--- config.mk ---
export PLATFORM = sky130hd
export DESIGN_NAME = dual_issue_dispatch
export DESIGN_NICKNAME = d
export VERILOG_FILES = /design/src/rtl/dispatch_pkg.sv /design/src/rtl/dispatch_slots.sv /design/src/rtl/dispatch_pick.sv /design/src/rtl/dual_issue_dispatch.sv
export SDC_FILE = /design/constraint.sdc
export NUM_CORES = 1
export LEC_CHECK = 0
export BUFFER_PORTS_ARGS = -buffer_cell sky130_fd_sc_hd__buf_2
export CORE_UTILIZATION = 50
export DETAILED_ROUTE_END_ITERATION = 8
export GPL_ROUTABILITY_DRIVEN = 0
export PLACE_DENSITY = 0.7
export SYNTH_ARGS = -nofsm -noshare
export SYNTH_HDL_FRONTEND = slang
export SYNTH_HIERARCHICAL = 1
export SYNTH_SLANG_ARGS = --single-unit
--- constraint.sdc ---
create_clock -name clk -period 6.3 [get_ports clk]
set_input_delay 1.26 -clock clk [delete_from_list [all_inputs] [get_ports clk]]
set_output_delay 1.26 -clock clk [all_outputs]
set_load 0.02 [all_outputs]
--- src/rtl/dispatch_pkg.sv ---
package dispatch_pkg;

  parameter int unsigned TAG_W = 8;

  typedef int unsigned uint_t;

  typedef struct packed {
    logic             is_fp;
    logic [TAG_W-1:0] tag;
  } instr_t;

  // Circular index: base + off folded once into [0, depth)
  function automatic uint_t wrap_idx(uint_t base, uint_t off, uint_t depth);
    uint_t s;
    s = base + off;
    return (s >= depth) ? s - depth : s;
  endfunction

  // Number of instructions delivered by a lane-valid pattern (lane 0 must lead)
  function automatic logic [1:0] lane_count(logic [1:0] v);
    if (!v[0]) return 2'd0;
    return v[1] ? 2'd2 : 2'd1;
  endfunction

  // Free slots in a store of depth entries holding occ
  function automatic uint_t free_slots(uint_t occ, uint_t depth);
    return depth - occ;
  endfunction

endpackage

--- src/rtl/dispatch_slots.sv ---
module dispatch_slots
  import dispatch_pkg::*;
#(
  parameter int unsigned DEPTH = 4,
  localparam int unsigned CW = $clog2(DEPTH + 1),
  localparam int unsigned PW = $clog2(DEPTH)
) (
  input  logic                    clk,
  input  logic                    rst_n,
  input  logic                    flush,
  input  logic [1:0]              push_n,
  input  instr_t [1:0]            push_ent,
  input  logic [CW-1:0]           pop_n,
  output instr_t [DEPTH-1:0]      view,
  output logic [DEPTH-1:0]        view_vld,
  output logic [CW-1:0]           occ
);

  instr_t [DEPTH-1:0] mem;
  logic   [PW-1:0]    head;

  always_ff @(posedge clk or negedge rst_n) begin
    if (!rst_n) begin
      head <= '0;
      occ  <= '0;
    end else if (flush) begin
      head <= '0;
      occ  <= '0;
    end else begin
      head <= PW'(wrap_idx(uint_t'(head), uint_t'(pop_n), DEPTH));
      occ  <= occ - pop_n + CW'(push_n);
    end
  end

  // Writes land after the current tail; popping never touches those slots
  always_ff @(posedge clk) begin
    if (!flush) begin
      for (int l = 0; l < 2; l++) begin
        if (uint_t'(l) < uint_t'(push_n))
          mem[wrap_idx(uint_t'(head), uint_t'(occ) + uint_t'(l), DEPTH)] <= push_ent[l];
      end
    end
  end

  // Age-ordered view: entry 0 is the oldest held instruction
  for (genvar g = 0; g < DEPTH; g++) begin : g_view
    assign view[g]     = mem[wrap_idx(uint_t'(head), uint_t'(g), DEPTH)];
    assign view_vld[g] = (CW'(g) < occ);
  end


  property no_overflow_p;
    @(posedge clk) disable iff (!rst_n)
      (push_n != 2'd0) |-> (uint_t'(occ) + uint_t'(push_n) <= DEPTH);
  endproperty
  no_overflow_chk: assert property (no_overflow_p);


  property flush_empties_p;
    @(posedge clk) disable iff (!rst_n)
      flush |=> (occ == '0);
  endproperty
  flush_empties_chk: assert property (flush_empties_p);

endmodule

--- src/rtl/dispatch_pick.sv ---
module dispatch_pick
  import dispatch_pkg::*;
#(
  parameter int unsigned DEPTH = 4,
  localparam int unsigned CW = $clog2(DEPTH + 1)
) (
  input  logic                clk,
  input  logic                rst_n,
  input  logic                flush,
  input  instr_t [DEPTH-1:0]  view,
  input  logic [DEPTH-1:0]    view_vld,
  output logic [1:0]          int_vld,
  output instr_t [1:0]        int_ent,
  output logic                fp_vld,
  output instr_t              fp_ent,
  output logic [CW-1:0]       pop_n,
  output logic                held_by_fp,
  output logic                held_by_int
);

  logic [1:0] n_int;
  logic       stop;

  always_comb begin
    int_vld     = '0;
    int_ent     = '0;
    fp_vld      = 1'b0;
    fp_ent      = '0;
    pop_n       = '0;
    n_int       = '0;
    stop        = 1'b0;
    held_by_fp  = 1'b0;
    held_by_int = 1'b0;
    for (int i = 0; i < DEPTH; i++) begin
      if (!flush && view_vld[i] && !stop) begin
        if (!view[i].is_fp) begin
          if (n_int < 2'd2) begin
            int_vld[n_int[0]] = 1'b1;
            int_ent[n_int[0]] = view[i];
            n_int = n_int + 2'd1;
            pop_n = pop_n + CW'(1);
          end else begin
            stop        = 1'b1;
            held_by_int = 1'b1;
          end
        end else begin
          if (!fp_vld) begin
            fp_vld = 1'b1;
            fp_ent = view[i];
            pop_n  = pop_n + CW'(1);
          end else begin
            stop       = 1'b1;
            held_by_fp = 1'b1;
          end
        end
      end
    end
  end


  property fp_hold_cause_p;
    @(posedge clk) disable iff (!rst_n)
      held_by_fp |-> fp_vld;
  endproperty
  fp_hold_cause_chk: assert property (fp_hold_cause_p);


  property int_hold_cause_p;
    @(posedge clk) disable iff (!rst_n)
      held_by_int |-> (int_vld == 2'b11);
  endproperty
  int_hold_cause_chk: assert property (int_hold_cause_p);


  property oldest_leaves_p;
    @(posedge clk) disable iff (!rst_n)
      (view_vld[0] && !flush) |-> (pop_n != '0);
  endproperty
  oldest_leaves_chk: assert property (oldest_leaves_p);

endmodule

--- src/rtl/dual_issue_dispatch.sv ---
module dual_issue_dispatch
  import dispatch_pkg::*;
#(
  parameter int unsigned DEPTH = 4,
  localparam int unsigned CW = $clog2(DEPTH + 1)
) (
  input  logic             clk,
  input  logic             rst_n,
  input  logic             flush,
  input  logic [1:0]       dec_valid,
  input  logic [1:0]       dec_is_fp,
  input  logic [TAG_W-1:0] dec_tag0,
  input  logic [TAG_W-1:0] dec_tag1,
  output logic             dec_ready,
  output logic             int0_valid,
  output logic [TAG_W-1:0] int0_tag,
  output logic             int1_valid,
  output logic [TAG_W-1:0] int1_tag,
  output logic             fp_valid,
  output logic [TAG_W-1:0] fp_tag
);

  instr_t [1:0]       push_ent;
  logic [1:0]         push_n;
  instr_t [DEPTH-1:0] view;
  logic [DEPTH-1:0]   view_vld;
  logic [CW-1:0]      occ;
  logic [CW-1:0]      pop_n;
  logic [1:0]         int_vld;
  instr_t [1:0]       int_ent;
  logic               fp_vld;
  instr_t             fp_ent;
  logic               held_by_fp;
  logic               held_by_int;

  assign push_ent[0] = '{is_fp: dec_is_fp[0], tag: dec_tag0};
  assign push_ent[1] = '{is_fp: dec_is_fp[1], tag: dec_tag1};

  assign dec_ready = !flush && (free_slots(uint_t'(occ), DEPTH) >= 2);
  assign push_n    = dec_ready ? lane_count(dec_valid) : 2'd0;

  dispatch_slots #(.DEPTH(DEPTH)) u_slots (
    .clk      (clk),
    .rst_n    (rst_n),
    .flush    (flush),
    .push_n   (push_n),
    .push_ent (push_ent),
    .pop_n    (pop_n),
    .view     (view),
    .view_vld (view_vld),
    .occ      (occ)
  );

  dispatch_pick #(.DEPTH(DEPTH)) u_pick (
    .clk         (clk),
    .rst_n       (rst_n),
    .flush       (flush),
    .view        (view),
    .view_vld    (view_vld),
    .int_vld     (int_vld),
    .int_ent     (int_ent),
    .fp_vld      (fp_vld),
    .fp_ent      (fp_ent),
    .pop_n       (pop_n),
    .held_by_fp  (held_by_fp),
    .held_by_int (held_by_int)
  );

  assign int0_valid = int_vld[0];
  assign int0_tag   = int_ent[0].tag;
  assign int1_valid = int_vld[1];
  assign int1_tag   = int_ent[1].tag;
  assign fp_valid   = fp_vld;
  assign fp_tag     = fp_ent.tag;


  property int_port_order_p;
    @(posedge clk) disable iff (!rst_n)
      int1_valid |-> int0_valid;
  endproperty
  int_port_order_chk: assert property (int_port_order_p);


  property ready_means_room_p;
    @(posedge clk) disable iff (!rst_n)
      dec_ready |-> (uint_t'(occ) + 2 <= DEPTH);
  endproperty
  ready_means_room_chk: assert property (ready_means_room_p);


  property flush_silences_p;
    @(posedge clk) disable iff (!rst_n)
      flush |-> (!dec_ready && !int0_valid && !fp_valid);
  endproperty
  flush_silences_chk: assert property (flush_silences_p);

endmodule

==> out/qor.txt, run 1 <==
Setup Fix Bufs, Post-CTS: 0
unrepaired setup endpoints after global routing: no
# port buffers: 50
Sw Ratio: 46.5%
hpwl dp: 8.04 mm
# clock sinks: 41
post-cts gate resize count: 0
Worst VDD drop: 0.201 mV
slowest CP cell: mux4_2
Final Critical Period: 5.36 ns
placed cells: 557
gate count after technology mapping: 423
P_leak: 0.00201 uW
Hold Fails Final Rpt: 0
most frequent cells in the layout: buf_2, nor2_1, mux2i_1, mux4_2, edfxtp_1
Levels on crit path: 12
Setup TNS: 0 ns
status: finished with violations
CTS Buffer Depth: 2
ANT cells: 0
Pint: 1190 uW
initial antenna violation count: 0
Root Driver: clkbuf_8
die area: 9570 sq um
row cnt: 34
io pins: 51
clock power share: 9.2%
detailed-route DRC error count: 10
Reg2Reg Depth: 17
register share of total power: 22.8%
chip height: 97.8 um
first-pass GRT wire length: 18.1 mm
WL final: 10.9 mm
number of setup violations in the final report: 0
Nets: 494
clk slew on worst S/H paths: 0.07 ns
vias in the first global route: 3492
Die Width: 97.8 um
CP cell instances: mux4_2 > nand2b_1 > nor2_4 > inv_1 > ha_1 > nand3b_1 > o21a_1 > ha_1 > nor3b_1 > o21a_1 > mux2_2 > buf_2
CTS buffer count: 5
Ys Warns: 6
Post-CTS Hold Buffers: 0
WL/cell: 19.3 um
CTS tree: yes
syn_nets: 461
worst skew pair latency: 0.29 ns
CP startpoint kind: register
final non-filler cell total: 564
most common cell after layout, fill and taps aside: buf_2
GR Overflow Total: 0
worst-margin pin slew: 1.13 ns
pwr dens: 448 nW/um^2
kind of critical path: reg2out
GRT Util Overall: 23.7%
Initial Util: 52.1%
Worst path max stage delay: 0.59 ns
post-synthesis cell area: 4590 sq um
Starting DRT DRC Count: 215
part of the cycle the worst path needs: 85.1%
Relative slew margins: 24.6%
crit path DAT: 4.10 ns
HP Class: reg2reg
delay-heaviest family, CP: multiplexers
max_cap viols: 0
Final Max Tran Viols: 0
clk_skew: 0.00542 ns
Fmax: 0.187 GHz
critical path peak fanout: 10
First-pass DRT Iterations: 7
Final Cell Area: 4970 sq um
Crit. End Element: output port
Worst Path Buf+Inv: 2
failing checks: design-rule violations
via count: 3679
Layout area overhead: 8.23%
vias per cell: 6.52
fill cell count: 730
Comb pwr share: 68.0%
pin count of the biggest net entering global routing: 40
Routed Antenna Nets: 0
core area: 8810 sq um
H-tree Lvls: 2
share of layout cells above drive strength 1: 30.5%
Psw: 1030 uW
hold path cells: 2
cell area after placement: 4860 sq um
worst path required time: 5.04 ns
Syn Area/Cell: 10.8 sq um
final timing paths:
kind,from,to,slack [ns]
worst max-delay path,u_slots/mem[26],int1_tag[5],0.94
max in group asynchronous,rst_n,u_slots/head[0],5.40
min in group asynchronous,rst_n,u_slots/occ[0],0.77
worst min register to register,u_slots/mem[34],u_slots/mem[34],0.74
worst min-delay path,u_slots/mem[34],u_slots/mem[34],0.74
worst max register to register,u_slots/mem[26],u_slots/occ[2],1.29
tightest hold or removal path, stage by stage, from the launching register on:
cell and delay [ns]:
edfxtp_1 0.41, mux2i_1 0.09, a21oi_1 0.13
layer usage:
layer / up-vias / track usage (%) / routed length, um
met5: - / 0 / 0
met4: 0 / 6.41 / 151
met3: 15 / 1.93 / 708
met2: 154 / 35.1 / 4920
met1: 1793 / 37.1 / 5080
li1: 1717 / - / -
state kept, by name, summed over array words and instances, names as in the netlist:
signal and flops:
u_slots/mem 36, u_slots/head 2, u_slots/occ 3
stage by stage:
step / setup slack (ns) / util (%) / hold WS, ns / total power (uW)
2_1_floorplan: 1.28 / - / 0.618 / 1690
3_3_place_gp: 1.08 / 55.2 / 0.698 / 1950
3_5_place_dp: 1.02 / 55.2 / 0.727 / 2010
4_1_cts: 0.971 / 56.4 / 0.745 / 2220
5_1_grt: 0.727 / 56.4 / 0.758 / 2390
6_report: 0.939 / 56.4 / 0.742 / 2220
power groups by stage:
stage	clock network (uW)	logic [uW]	registers, uW
after floorplan	0	1230	462
after global placement	0	1450	499
after detailed placement	0	1500	510
after CTS	212	1510	504
after global routing	219	1650	520
final	205	1510	507
layout make-up:
type,count,area [sq um],area share [%]
Clock buffer,5,68.8,1.39
Timing Repair Buffer,58,310,6.25
Multi-Input combinational cell,337,3160,63.7
Sequential cell,41,1210,24.3
Inverter,13,48.8,0.982
Clock inverter,2,35.0,0.705
Tap cell,108,135,2.72
Power figures use the tool's default switching activity.
==> run 2, diff against run 1 <==
==> constraint.sdc (replaced) <==
create_clock -name clk -period 6.3 [get_ports clk]
set_input_delay 0.315 -clock clk [delete_from_list [all_inputs] [get_ports clk]]
set_output_delay 0.315 -clock clk [all_outputs]
set_load 0.02 [all_outputs]
==> run 2 against run 1 <==
Effect of this change:
- the flow still finishes with violations (design-rule violations)
- sequential share of layout area is 0.080 points higher
- via count is 1.5% lower
- register-to-register slack worse by 0.19 ns
- hold slack worse by 0.38 ns
- core utilization is 0.18 points lower
- clock skew is 0.00051 ns lower
- sequential power hardly changed
- fmax is 3.0% higher
- clock power is 17% lower
- critical path depth is 3 higher
==> out/qor.txt, run 2 (same netlist as run 1, synthesis figures left out) <==
Layout area overhead: 7.88%
First-pass DRT Iterations: 7 (unchanged)
max_cap viols: 0 (unchanged)
cell area after placement: 4860 sq um (-0.15%)
# port buffers: 50 (unchanged)
CP cell instances: buf_4 > mux4_2 > or3b_2 > nor2_2 > inv_1 > ha_1 > nor4_1 > o31ai_1 > nand2_1 > mux2_2 > fa_1 > fa_1 > xor2_1 > xnor2_1 > nor2_1
die area: 9570 sq um (unchanged)
WL/cell: 19.0 um (-1.2%)
registers with the most flip-flops: u_slots/mem (36), u_slots/occ (3), u_slots/head (2)
CTS Buffer Depth: 2 (unchanged)
failing checks: design-rule violations
GRT Util Overall: 23.4% (-0.23 points)
Setup TNS: 0 ns (unchanged)
status: finished with violations
largest reg by FF count: u_slots/mem
worst path required time: 6.46 ns (+1.42 ns)
Min Hold Slack: 0.364 ns (-0.378 ns)
slowest CP cell: or3b_2
critical path peak fanout: 35 (+25)
CTS buffer count: 5 (unchanged)
number of setup violations in the final report: 0 (unchanged)
Routed Antenna Nets: 0 (unchanged)
most common cell after layout, fill and taps aside: buf_2
first-pass GRT wire length: 17.8 mm (-1.6%)
most frequent cells in the layout: buf_2, nor2_1, mux2i_1, mux4_2, edfxtp_1
Worst VDD drop: 0.174 mV (-14%)
GR Overflow Total: 0 (unchanged)
Final Max Tran Viols: 0 (unchanged)
Crit. End Element: register
part of the cycle the worst path needs: 82.6% (-2.5 points)
H-tree Lvls: 2 (unchanged)
WL final: 10.8 mm (-0.99%)
Root Driver: clkbuf_8
Die Width: 97.8 um (unchanged)
clk_skew: 0.00491 ns (-0.000514 ns)
vias per cell: 6.42 (-1.6%)
register area: 1210 sq um (unchanged)
Worst path max stage delay: 0.52 ns (-0.07 ns)
vias in the first global route: 3411 (-2.3%)
io pins: 51 (unchanged)
initial antenna violation count: 0 (unchanged)
Relative slew margins: 25.8% (+1.1 points)
detailed-route DRC error count: 10 (unchanged)
CP startpoint kind: register
row cnt: 34 (unchanged)
Nets: 494 (unchanged)
Final Critical Period: 5.20 ns (-0.156 ns)
pwr dens: 440 nW/um^2 (-1.8%)
Setup Fix Bufs, Post-CTS: 0 (unchanged)
fill cell count: 766 (+4.9%)
HP Class: in2async
ANT cells: 0 (unchanged)
hpwl dp: 7.95 mm (-1.1%)
core area: 8810 sq um (unchanged)
Starting DRT DRC Count: 226 (+5.1%)
kind of critical path: reg2reg
# clock sinks: 41 (unchanged)
total power: 2180 uW (-2.1%)
worst-margin pin slew: 1.11 ns (-0.0172 ns)
chip height: 97.8 um (unchanged)
worst skew pair latency: 0.30 ns (about the same)
pin count of the biggest net entering global routing: 38 (-5.0%)
Worst Path Buf+Inv: 2 (unchanged)
Final Cell Area: 4950 sq um (-0.33%)
CTS tree: yes
share of layout cells above drive strength 1: 30.0% (-0.50 points)
Initial Util: 52.1% (unchanged)
max reg flops: 36 (unchanged)
via count: 3625 (-1.5%)
footprint of the multi-input gates: 3160 sq um (unchanged)
delay-heaviest family, CP: simple AND/OR/NAND/NOR gates
unrepaired setup endpoints after global routing: no
crit path DAT: 5.37 ns (+1.27 ns)
Core Util, Final: 56.2% (-0.18 points)
clk slew on worst S/H paths: 0.08 ns (about the same)
crit-path most repeated cell: fa_1
Hold Fails Final Rpt: 0 (unchanged)
P_leak: 0.00200 uW (-0.58%)
Fmax: 0.192 GHz (+3.0%)
==> run 2: cell count changes in the layout (fill, tap and decap cells not counted) <==
cell	delta
clkinv_1	+2
buf_4	-1
bufinv_16	-1
clkinv_2	-1
dlygate4sd3_1	+1
inv_6	+1
==> run 2: path summary, 6_finish.rpt <==
kind	end	slack [ns]	from	cells past startpoint
max	u_slots/occ[2]	1.10	u_slots/head[0]	15
min	u_slots/occ[1]	0.36	rst_n	2
max reg2reg	u_slots/occ[2]	1.10	u_slots/head[0]	15
min reg2reg	u_slots/head[0]	0.72	u_slots/head[0]	2
max in group asynchronous	u_slots/head[0]	5.78	rst_n	2
min in group clk	u_slots/mem[3]	0.38	dec_tag1[3]	3
==> run 2: area by class of cell <==
type,count,share of cell area (%)
multi-input combinational,337,63.9
timing repair buffer,58,6.32
tap,108,2.73
sequential,41,24.4
clock inverter,3,0.329
clock buffer,5,1.39
inverter,13,0.986
==> run 2: layer usage <==
| metal | global-route usage (%) | vias up | wire (um) |
|---|---|---|---|
| met3 | 2.15 | 10 | 583 |
| met2 | 36.0 | 120 | 4840 |
| met5 | 0 | - | 0 |
| met4 | 5.71 | 0 | 105 |
| li1 | - | 1716 | - |
| met1 | 35.9 | 1779 | 5220 |
==> run 2: report_power, final <==
part / internal, uW / switching [uW] / total, uW
combinational: 670 / 830 / 1500
sequential: 402 / 104 / 506
clock: 76.8 / 94.1 / 171
==> run 2: repair_timing <==
action | CTS | global route
gates resized for setup | 0 | 0
endpoints found under the hold margin | 5 | 0
setup endpoints to repair | 0 | 0
hold buffers | 1 | 0
==> run 2: per-stage QoR <==
| step | instances | setup WS (ns) |
|---|---|---|
| 2_1_floorplan | 423 | 1.33 |
| 3_3_place_gp | 556 | 1.21 |
| 3_5_place_dp | 556 | 1.10 |
| 4_1_cts | 565 | 1.08 |
| 5_1_grt | 565 | 0.708 |
| 6_report | 565 | 1.10 |
==> run 3, diff against run 2 <==
- clock period: 6.3 -> 5.4 ns (I/O delays scaled with it)
==> run 3 against run 2 <==
Effect of this change:
- the flow still finishes with violations (design-rule violations)
- power is 20% higher
- setup slack worse by 0.57 ns
- first-iteration DRC count is 4.9% higher
==> out/qor.txt, run 3 (same netlist as run 1, synthesis figures left out) <==
status: finished with violations
failing checks: design-rule violations
unrepaired setup endpoints after global routing: no
GRT Util Overall: 22.8% (-0.60 points)
most frequent cells in the layout: buf_2, nor2_1, mux2i_1, mux4_2, edfxtp_1
WL final: 10.7 mm (-0.42%)
vias in the first global route: 3352 (-1.7%)
Final Critical Period: 4.88 ns (-0.329 ns)
GR Overflow Total: 0 (unchanged)
Initial Util: 52.1% (unchanged)
initial antenna violation count: 0 (unchanged)
number of setup violations in the final report: 0 (unchanged)
# port buffers: 50 (unchanged)
Fmax: 0.205 GHz (+6.8%)
via count: 3656 (+0.86%)
Min Hold Slack: 0.327 ns (-0.0373 ns)
pwr dens: 520 nW/um^2 (+18%)
max reg flops: 36 (unchanged)
First-pass DRT Iterations: 7 (unchanged)
Hold Fails Final Rpt: 0 (unchanged)
worst-margin pin slew: 1.11 ns (-0.00418 ns)
H-tree Lvls: 2 (unchanged)
CP startpoint kind: register
Worst VDD drop: 0.202 mV (+16%)
crit path DAT: 5.04 ns (-0.33 ns)
Crit. End Element: register
most common cell after layout, fill and taps aside: buf_2
ANT cells: 0 (unchanged)
HP Class: in2async
Setup Fix Bufs, Post-CTS: 0 (unchanged)
row cnt: 34 (unchanged)
first-pass GRT wire length: 17.5 mm (-2.1%)
vias per cell: 6.44 (+0.32%)
share of layout cells above drive strength 1: 30.9% (+0.89 points)
P_leak: 0.00202 uW (+1.3%)
part of the cycle the worst path needs: 90.3% (+7.7 points)
die area: 9570 sq um (unchanged)
Nets: 497 (+0.61%)
largest reg by FF count: u_slots/mem
clk_skew: 0.00366 ns (-0.00125 ns)
pin count of the biggest net entering global routing: 40 (+5.3%)
Setup TNS: 0 ns (unchanged)
core area: 8810 sq um (unchanged)
WL/cell: 18.9 um (-0.94%)
chip height: 97.8 um (unchanged)
CTS buffer count: 5 (unchanged)
worst skew pair latency: 0.30 ns (about the same)
hpwl dp: 7.98 mm (+0.31%)
CTS tree: yes
registers with the most flip-flops: u_slots/mem (36), u_slots/occ (3), u_slots/head (2)
io pins: 51 (unchanged)
Starting DRT DRC Count: 237 (+4.9%)
Die Width: 97.8 um (unchanged)
detailed-route DRC error count: 10 (unchanged)
Layout area overhead: 9.02%
worst path required time: 5.57 ns (-0.89 ns)
Relative slew margins: 26.1% (+0.28 points)
critical path peak fanout: 10 (-71%)
# clock sinks: 41 (unchanged)
clk slew on worst S/H paths: 0.08 ns (about the same)
CTS Buffer Depth: 2 (unchanged)
max_cap viols: 0 (unchanged)
Root Driver: clkbuf_8
Routed Antenna Nets: 0 (unchanged)
kind of critical path: reg2reg
Final Max Tran Viols: 0 (unchanged)
## run 3: changes by cell type in the layout (fill, tap and decap cells not counted), sizes merged
cell,previous run,this run
clkinv,2,1
bufinv,0,1
buf,57,60
inv,14,13
clkinvlp,0,1
## run 3: power by group
group	leakage (uW)	switching, uW	total, uW	internal (uW)
registers	0.000415	111	579	469
clock network	0.0000543	113	251	138
logic	0.00155	982	1770	791
## run 3: path summary, 6_finish.rpt
check / startpoint / to / slack (ns) / cells after the start
worst max-delay path: u_slots/mem[35] / u_slots/occ[2] / 0.52 / 17
worst min-delay path: rst_n / u_slots/occ[2] / 0.33 / 2
worst max register to register: u_slots/mem[35] / u_slots/occ[2] / 0.52 / 17
worst min register to register: u_slots/mem[26] / u_slots/mem[26] / 0.74 / 2
max in group asynchronous: rst_n / u_slots/head[0] / 4.93 / 2
min in group clk: dec_tag1[3] / u_slots/mem[3] / 0.34 / 3
## run 3: timing repair
item | CTS | global route
endpoints found under the hold margin | 5 | 0
gates resized for setup | 0 | 0
hold buffers | 1 | 0
## run 3: cell type report
type / count / area (sq um)
Multi-Input combinational cell: 337 / 3160
Tap cell: 108 / 135
Inverter: 13 / 48.8
Timing Repair Buffer: 61 / 335
Clock buffer: 5 / 68.8
Clock inverter: 3 / 46.3
Sequential cell: 41 / 1210
Fill cell: 742 / 3800
## run 3: critical path: stages, from the launching register on
cell and delay [ns]:
edfxtp_1 0.45, mux4_2 0.58, nand2b_1 0.26, nor2_4 0.25, inv_1 0.10, ha_1 0.29
nand3b_1 0.07, o21a_1 0.19, ha_1 0.23, nor4_1 0.35, o31ai_1 0.16, nand2_1 0.13
mux2_2 0.37, fa_1 0.47, fa_1 0.45, xor2_1 0.20, xnor2_1 0.14, nor2_1 0.05
## run 3: routing by layer
metal	part of all wire (%)	global-route usage [%]	up-vias
li1	-	-	1724
met1	49	35.7	1797
met2	44	33.9	125
met3	6.0	2.29	10
met4	1.0	5.94	0
met5	0	0	-
## run 3: through the flow
step	cells	instance area (sq um)	util [%]	total power [uW]	setup WS, ns
6_report	568	5000	56.8	2600	0.525
5_1_grt	568	5000	56.8	2800	0.153
4_1_cts	568	5000	56.8	2600	0.530
3_3_place_gp	559	4880	55.4	2280	0.696
2_1_floorplan	423	4590	-	1970	0.435
3_5_place_dp	559	4880	55.4	2340	0.548
